### src/rtl/exc_entry_pkg.sv
package exc_entry_pkg;
  localparam int SR_SM    = 0;
  localparam int SR_IEE   = 1;
  localparam int SR_TEE   = 2;
  localparam int SR_DME   = 3;
  localparam int SR_IME   = 4;
  localparam int SR_DSX   = 5;
  localparam int SR_EPH   = 6;
  localparam int PMR_DOZE = 0;
  localparam int PMR_SLP  = 1;
  localparam int CAUSE_W  = 4;

  typedef enum logic [CAUSE_W-1:0] {
    CAUSE_NONE    = 4'd0,
    CAUSE_RESET   = 4'd1,
    CAUSE_BUSERR  = 4'd2,
    CAUSE_DPAGE   = 4'd3,
    CAUSE_IPAGE   = 4'd4,
    CAUSE_TICK    = 4'd5,
    CAUSE_ALIGN   = 4'd6,
    CAUSE_ILLEGAL = 4'd7,
    CAUSE_EXT     = 4'd8,
    CAUSE_DTLB    = 4'd9,
    CAUSE_ITLB    = 4'd10,
    CAUSE_RANGE   = 4'd11,
    CAUSE_SYSCALL = 4'd12,
    CAUSE_FPU     = 4'd13,
    CAUSE_TRAP    = 4'd14,
    CAUSE_BAD     = 4'd15
  } cause_e;
endpackage

### src/rtl/exc_arbiter.sv
module exc_arbiter
  import exc_entry_pkg::*;
(
  input  logic   exc_req,
  input  cause_e exc_cause,
  input  logic   ext_irq,
  input  logic   tick_irq,
  input  logic   ext_en,
  input  logic   tick_en,
  output logic   take,
  output logic   unhandled,
  output cause_e sel_cause
);
  logic bad_code;
  assign bad_code = (exc_cause == CAUSE_NONE) || (exc_cause == CAUSE_BAD);

  // Priority: synchronous request, then tick, then external device.
  always_comb begin
    take      = 1'b0;
    unhandled = 1'b0;
    sel_cause = CAUSE_NONE;
    if (exc_req) begin
      if (bad_code) begin
        unhandled = 1'b1;
      end else begin
        take      = 1'b1;
        sel_cause = exc_cause;
      end
    end else if (tick_irq && tick_en) begin
      take      = 1'b1;
      sel_cause = CAUSE_TICK;
    end else if (ext_irq && ext_en) begin
      take      = 1'b1;
      sel_cause = CAUSE_EXT;
    end
  end
endmodule

### src/rtl/exc_vector_gen.sv
module exc_vector_gen
  import exc_entry_pkg::*;
#(
  parameter int ADDR_W        = 32,
  parameter int VEC_SHIFT     = 8,
  parameter int HIGH_BITS     = 4,
  parameter bit RELOC_SUPPORT = 1'b1
) (
  input  cause_e              cause,
  input  logic                reloc_en,
  input  logic [ADDR_W-1:0]   base,
  input  logic                high_page,
  output logic [ADDR_W-1:0]   vec
);
  localparam logic [ADDR_W-1:0] HIGH_MASK =
    {{HIGH_BITS{1'b1}}, {(ADDR_W-HIGH_BITS){1'b0}}};

  logic [ADDR_W-1:0] raw;
  logic [ADDR_W-1:0] reloc_part;

  assign raw = {{(ADDR_W-CAUSE_W){1'b0}}, cause} << VEC_SHIFT;

  generate
    if (RELOC_SUPPORT) begin : g_reloc
      assign reloc_part = reloc_en ? base : '0;
    end else begin : g_fixed
      assign reloc_part = '0;
    end
  endgenerate

  assign vec = raw | reloc_part | (high_page ? HIGH_MASK : '0);
endmodule

### src/rtl/exc_state_regs.sv
module exc_state_regs
  import exc_entry_pkg::*;
#(
  parameter int ADDR_W = 32,
  parameter int SR_W   = 16,
  parameter int PMR_W  = 8
) (
  input  logic              clk,
  input  logic              rst,
  input  logic              take,
  input  cause_e            sel_cause,
  input  logic [ADDR_W-1:0] pc,
  input  logic              dslot,
  input  logic              sr_wr_en,
  input  logic [SR_W-1:0]   sr_wr_data,
  input  logic              pmr_wr_en,
  input  logic [PMR_W-1:0]  pmr_wr_data,
  output logic [SR_W-1:0]   sr_q,
  output logic [PMR_W-1:0]  pmr_q,
  output logic [ADDR_W-1:0] epc_q,
  output logic [ADDR_W-1:0] eear_q,
  output logic [SR_W-1:0]   esr_q
);
  localparam logic [SR_W-1:0]   SR_RESET  = SR_W'(1 << SR_SM);
  localparam logic [SR_W-1:0]   SR_CLR    = SR_W'((1 << SR_IEE) | (1 << SR_TEE) |
                                                  (1 << SR_DME) | (1 << SR_IME) |
                                                  (1 << SR_DSX));
  localparam logic [SR_W-1:0]   SR_DSXBIT = SR_W'(1 << SR_DSX);
  localparam logic [PMR_W-1:0]  PMR_CLR   = PMR_W'((1 << PMR_DOZE) | (1 << PMR_SLP));
  localparam logic [ADDR_W-1:0] WORD      = ADDR_W'(4);

  logic [ADDR_W-1:0] epc_next;
  logic [SR_W-1:0]   sr_entry;

  always_comb begin
    epc_next = pc;
    if (sel_cause == CAUSE_SYSCALL) epc_next = epc_next + WORD;
    if (dslot)                      epc_next = epc_next - WORD;
    sr_entry = (sr_q & ~SR_CLR) | SR_RESET | (dslot ? SR_DSXBIT : '0);
  end

  always_ff @(posedge clk) begin
    if (rst) begin
      sr_q   <= SR_RESET;
      pmr_q  <= '0;
      epc_q  <= '0;
      eear_q <= '0;
      esr_q  <= '0;
    end else if (take) begin
      esr_q <= sr_q;
      sr_q  <= sr_entry;
      pmr_q <= pmr_q & ~PMR_CLR;
      epc_q <= epc_next;
      if (sel_cause == CAUSE_ILLEGAL) eear_q <= pc;
    end else begin
      if (sr_wr_en)  sr_q  <= sr_wr_data;
      if (pmr_wr_en) pmr_q <= pmr_wr_data;
    end
  end

  // a delay-slot entry leaves the delay-slot-exception bit set
  p_dsx_set_r4: assert property (@(posedge clk) disable iff (rst)
    (take && dslot) |=> sr_q[SR_DSX]);

  // fault address only moves on an illegal-instruction entry
  p_eear_hold_r5: assert property (@(posedge clk) disable iff (rst)
    (take && sel_cause != CAUSE_ILLEGAL) |=> $stable(eear_q));

  // entry lands in supervisor mode with both interrupt enables off
  p_entry_mode_r6: assert property (@(posedge clk) disable iff (rst)
    take |=> (sr_q[SR_SM] && !sr_q[SR_IEE] && !sr_q[SR_TEE]));
endmodule

### src/rtl/exc_entry_ctrl.sv
module exc_entry_ctrl
  import exc_entry_pkg::*;
#(
  parameter int ADDR_W        = 32,
  parameter int SR_W          = 16,
  parameter int PMR_W         = 8,
  parameter int VEC_SHIFT     = 8,
  parameter bit RELOC_SUPPORT = 1'b1
) (
  input  logic              clk,
  input  logic              rst,
  input  logic [ADDR_W-1:0] pc_i,
  input  logic              dslot_i,
  input  logic              reloc_en_i,
  input  logic [ADDR_W-1:0] vec_base_i,
  input  logic              exc_req_i,
  input  logic [3:0]        exc_cause_i,
  input  logic              ext_irq_i,
  input  logic              tick_irq_i,
  input  logic              sr_wr_en_i,
  input  logic [SR_W-1:0]   sr_wr_data_i,
  input  logic              pmr_wr_en_i,
  input  logic [PMR_W-1:0]  pmr_wr_data_i,
  output logic              redir_valid_o,
  output logic [ADDR_W-1:0] redir_pc_o,
  output logic [ADDR_W-1:0] epc_o,
  output logic [ADDR_W-1:0] eear_o,
  output logic [SR_W-1:0]   esr_o,
  output logic [SR_W-1:0]   sr_o,
  output logic [PMR_W-1:0]  pmr_o,
  output logic              dslot_clr_o,
  output logic              resv_kill_o,
  output logic              unhandled_o
);
  logic              take;
  logic              unhandled;
  cause_e            sel_cause;
  logic [ADDR_W-1:0] vec;
  logic [SR_W-1:0]   sr_q;

  cause_e            cause_q;
  logic              took_irq_q;

  exc_arbiter u_arb (
    .exc_req   (exc_req_i),
    .exc_cause (cause_e'(exc_cause_i)),
    .ext_irq   (ext_irq_i),
    .tick_irq  (tick_irq_i),
    .ext_en    (sr_q[SR_IEE]),
    .tick_en   (sr_q[SR_TEE]),
    .take      (take),
    .unhandled (unhandled),
    .sel_cause (sel_cause)
  );

  exc_vector_gen #(
    .ADDR_W        (ADDR_W),
    .VEC_SHIFT     (VEC_SHIFT),
    .RELOC_SUPPORT (RELOC_SUPPORT)
  ) u_vec (
    .cause     (sel_cause),
    .reloc_en  (reloc_en_i),
    .base      (vec_base_i),
    .high_page (sr_q[SR_EPH]),
    .vec       (vec)
  );

  exc_state_regs #(
    .ADDR_W (ADDR_W),
    .SR_W   (SR_W),
    .PMR_W  (PMR_W)
  ) u_regs (
    .clk         (clk),
    .rst         (rst),
    .take        (take),
    .sel_cause   (sel_cause),
    .pc          (pc_i),
    .dslot       (dslot_i),
    .sr_wr_en    (sr_wr_en_i),
    .sr_wr_data  (sr_wr_data_i),
    .pmr_wr_en   (pmr_wr_en_i),
    .pmr_wr_data (pmr_wr_data_i),
    .sr_q        (sr_q),
    .pmr_q       (pmr_o),
    .epc_q       (epc_o),
    .eear_q      (eear_o),
    .esr_q       (esr_o)
  );

  assign sr_o = sr_q;

  always_ff @(posedge clk) begin
    if (rst) begin
      redir_valid_o <= 1'b0;
      redir_pc_o    <= '0;
      dslot_clr_o   <= 1'b0;
      resv_kill_o   <= 1'b0;
      unhandled_o   <= 1'b0;
      cause_q       <= CAUSE_NONE;
      took_irq_q    <= 1'b0;
    end else begin
      redir_valid_o <= take;
      dslot_clr_o   <= take && dslot_i;
      resv_kill_o   <= take;
      unhandled_o   <= unhandled;
      took_irq_q    <= take && !exc_req_i;
      if (take) begin
        redir_pc_o <= vec;
        cause_q    <= sel_cause;
      end
    end
  end

  // an unsupported cause never redirects fetch
  p_unh_no_redir_r10: assert property (@(posedge clk) disable iff (rst)
    unhandled_o |-> !redir_valid_o);

  // saved status equals the status seen one cycle before the redirect
  p_esr_old_r6: assert property (@(posedge clk) disable iff (rst)
    redir_valid_o |-> (esr_o == $past(sr_o)));

  // an external interrupt entry required the enable bit beforehand
  p_ext_gate_r8: assert property (@(posedge clk) disable iff (rst)
    (took_irq_q && cause_q == CAUSE_EXT) |-> $past(sr_o[SR_IEE]));

  // a tick entry required the tick enable beforehand
  p_tick_gate_r8: assert property (@(posedge clk) disable iff (rst)
    (took_irq_q && cause_q == CAUSE_TICK) |-> $past(sr_o[SR_TEE]));

  // reservation kill only accompanies a supervisor-mode redirect
  p_kill_r11: assert property (@(posedge clk) disable iff (rst)
    resv_kill_o |-> (redir_valid_o && sr_o[SR_SM]));

  // delay-slot clear only with a redirect
  p_dsclr_r4: assert property (@(posedge clk) disable iff (rst)
    dslot_clr_o |-> redir_valid_o);
endmodule

### config.mk
export PLATFORM = sky130hd
export DESIGN_NAME = exc_entry_ctrl
export DESIGN_NICKNAME = d
export VERILOG_FILES = /design/src/rtl/exc_entry_pkg.sv /design/src/rtl/exc_arbiter.sv /design/src/rtl/exc_vector_gen.sv /design/src/rtl/exc_state_regs.sv /design/src/rtl/exc_entry_ctrl.sv
export SDC_FILE = /design/constraint.sdc
export NUM_CORES = 1
export LEC_CHECK = 0
export BUFFER_PORTS_ARGS = -buffer_cell sky130_fd_sc_hd__buf_2
export CORE_AREA = 2 2 119 121
export CTS_CLUSTER_DIAMETER = 60
export DETAILED_ROUTE_END_ITERATION = 12
export DIE_AREA = 0 0 121 123
export PLACE_DENSITY = 0.78
export SLEW_MARGIN = 10
export SYNTH_ARGS = -nofsm -noshare
export SYNTH_HDL_FRONTEND = slang
export SYNTH_SLANG_ARGS = --single-unit
### constraint.sdc
create_clock -name clk -period 4 [get_ports clk]
set_input_delay 0.4 -clock clk [delete_from_list [all_inputs] [get_ports clk]]
set_output_delay 0.4 -clock clk [all_outputs]
set_load 0.02 [all_outputs]
==> results.toml <==
[outcome]
outcome = "finished clean"

[critical_path]
cp_max_fo = 9
cp-end-kind = "flip-flop"
crit_type = "input pin to flip-flop"
cp_data_required_time_ps = 4310
rr_worst_depth = 6
worst_path_max_delay_cell = "or4_1"
max_stage_delay_ps = 580
cp_num_buf_inv = 1
path_cells = "buf_2, ha_1, nand2_1, or4_1, nor3_1, mux2i_1, or3b_2, or4_4, and3_2, a211o_1"
worstReg2RegStart = "u_regs.sr_q[2]"
r2r_end = "u_regs.sr_q[8]"
cp_data_arrival_time_ps = 3640
startpoint = "pc_i[2]"
crit_family = "simple AND/OR/NAND/NOR gates"
reg2reg_slack_ps = 1510
start_kind = "input pin"

[placed_design]
hpwlAfterDp_mm = 14.14
place.gp.congestion = 0.9645
portBuffers = 240

[synth]
synth_ff_type = "dfxtp_1"
syn_inst = 800
synth_cell_types = 69
synth_seq_cells = 139
synthesis.area_um2 = 6615
synth_async_sr_flop_share = 0
yosys-top-cells-area = "dfxtp_1 42%, nand2_1 9.9%, a21oi_1 6.4%"
yosysTopAreaCell = "dfxtp_1"
synth_enable_flop_cells = 0
synth_area_per_cell_um2 = 8.269
yosys_warnings = 0
yosysSeqAreaShare = 0.4207
synth_nets = 903
synth_top_area_frac = 0.4207

[clock_tree]
insertion_delay_ps = 420
clock_path_buffers = 2
cts_tree = "yes"
numCtsBuffers = 17
post_cts_buffers = 0
post_cts_resize_count = 0
clk_pin_slew_ps = 70
cts_max_level = 4
clock-sinks = 139
ctsHoldBuffers = 0
cts_root_buffer = "clkbuf_16"

[route]
avgRoutedWirePerCell_um = 16.41
finalWirelength_mm = 19.61
drt_first_pass_iters = 7
drc = 0
first_iter_violations = 458
via_per_inst = 5.516
vias = 6592
ant_nets = 0

[floorplan]
dieArea_um2 = 14880
initial_utilization = 0.4860
io_pins = 241
fp-row-count = 43
die_height_um = 123
fp.coreArea_um2 = 13610
die_w_um = 121

[grt]
grt_pass1_wl_mm = 30.51
grt_pass1_vias = 6004
grt_max_degree = 68
grt-ovfl-total = 0
grt_antenna_before_repair = 0
grt_usage = 0.2598

[worst_hold_path]
worstHoldStart = "vec_base_i[27]"
hold-path-cell-count = 2
hold_end = "redir_pc_o[27]"
min_path_type = "input pin to flip-flop"

[sta]
tightest_slew_ps = 849.5
fin_tns_setup_ps = 0
rsz0062_at_grt = "no"
max_freq_ghz = 0.3003
hold_viol_final = 0
fin_skew_ps = 7.595
slew_headroom = 0.4336
finalCritPeriodShare = 0.8324
report.final.slew_viol_count = 0
fin_crit_ps = 3330
setup-violations-final = 0

[finish]
drive_above_1_share = 0.3015
area_growth_pct = 27.22
layout_common_cells = "239 x buf_2, 174 x nand2_1, 139 x dfxtp_1"
nets = 1105
final_common_cell = "buf_2"
final_util = 0.6183
diodes = 0

[pwr]
vdd_drop_max_uv = 222.7
p_leak_nw = 3.583
power_density_nw_per_um2 = 429.0

[job]
maxCapViolCount = 0
-- worst max path at each step --
stage	end	cells after the start
final	u_regs.epc_q[29]	10
after global routing	u_regs.epc_q[28]	10
after global placement	u_regs.epc_q[29]	10
after detailed placement	u_regs.epc_q[29]	10
after CTS	u_regs.epc_q[29]	10
after floorplan	u_regs.epc_q[29]	9
-- worst reg2reg max path, cell delays in order (launching register included) --
cell     delay [ps]
dfxtp_1         360
a22oi_1         340
o21a_2          640
buf_4           420
and2_1          400
nand2_1         110
a21oi_1         140
-- flip-flops by register name, indices dropped and copies added (netlist names) --
| name | count |
|---|---|
| dslot_clr_o | 1 |
| u_regs.sr_q | 16 |
| redir_pc_o | 32 |
| u_regs.esr_q | 16 |
| u_regs.epc_q | 32 |
| unhandled_o | 1 |
| u_regs.eear_q | 32 |
| resv_kill_o | 1 |
| u_regs.pmr_q | 8 |
-- cell usage after synthesis, types with 15 or more instances --
cell type	count
mux2i_1	15
nand3_1	30
clkbuf_1	47
nand2_1	174
nor2_1	36
nor3_1	22
dfxtp_1	139
a21oi_1	84
a22o_1	35
nor4_1	16
xor2_1	17
xnor2_1	34
-- cells by family (layout without fill, tap and decap cells) --
family | count (synthesis) | in the layout | synth area share
AND/OR/NAND/NOR | 339 | 339 | 0.2489
XOR/XNOR | 51 | 51 | 0.06752
buffers and inverters | 76 | 291 | 0.05712
multiplexers | 15 | 15 | 0.02270
adder cells (fa/ha/maj) | 2 | 2 | 0.003782
AO/OA/AOI/OAI | 178 | 178 | 0.1793
flip-flops | 139 | 139 | 0.4207
-- area by class of cell --
class	count	area [um2]
fill	1195	5196
multi-input combinational	585	3475
clock buffer	18	429.2
tap	180	225.2
inverter	7	26.28
clock inverter	14	183.9
sequential	139	2783
timing repair buffer	252	1294
-- stage by stage --
stage,hold slack [ps],setup WS (ps),area [um2],power (mW),cells
final,188.9,670.3,8416,3.610,1195
after CTS,173.2,701.8,8416,3.628,1195
after global routing,185.3,335.5,8416,3.736,1195
after detailed placement,441.3,256.1,7802,2.006,1163
after floorplan,469.6,701.8,6615,1.824,800
after global placement,437.3,372.0,7802,1.999,1163
-- layer usage --
| layer | vias up | wire length, um | global-route usage |
|---|---|---|---|
| li1 | 3242 | - | - |
| met1 | 3052 | 8394 | 0.3374 |
| met2 | 264 | 9511 | 0.4319 |
| met3 | 34 | 1325 | 0.04935 |
| met4 | 0 | 379 | 0.09375 |
| met5 | - | 0 | 0 |
-- where the power goes --
group	switching [mW]	internal [mW]	leakage [nW]
Clock	0.636	0.994	0.286
Combinational	0.324	0.174	2.16
Sequential	0.0340	1.45	1.14
Power figures use the tool's default switching activity.
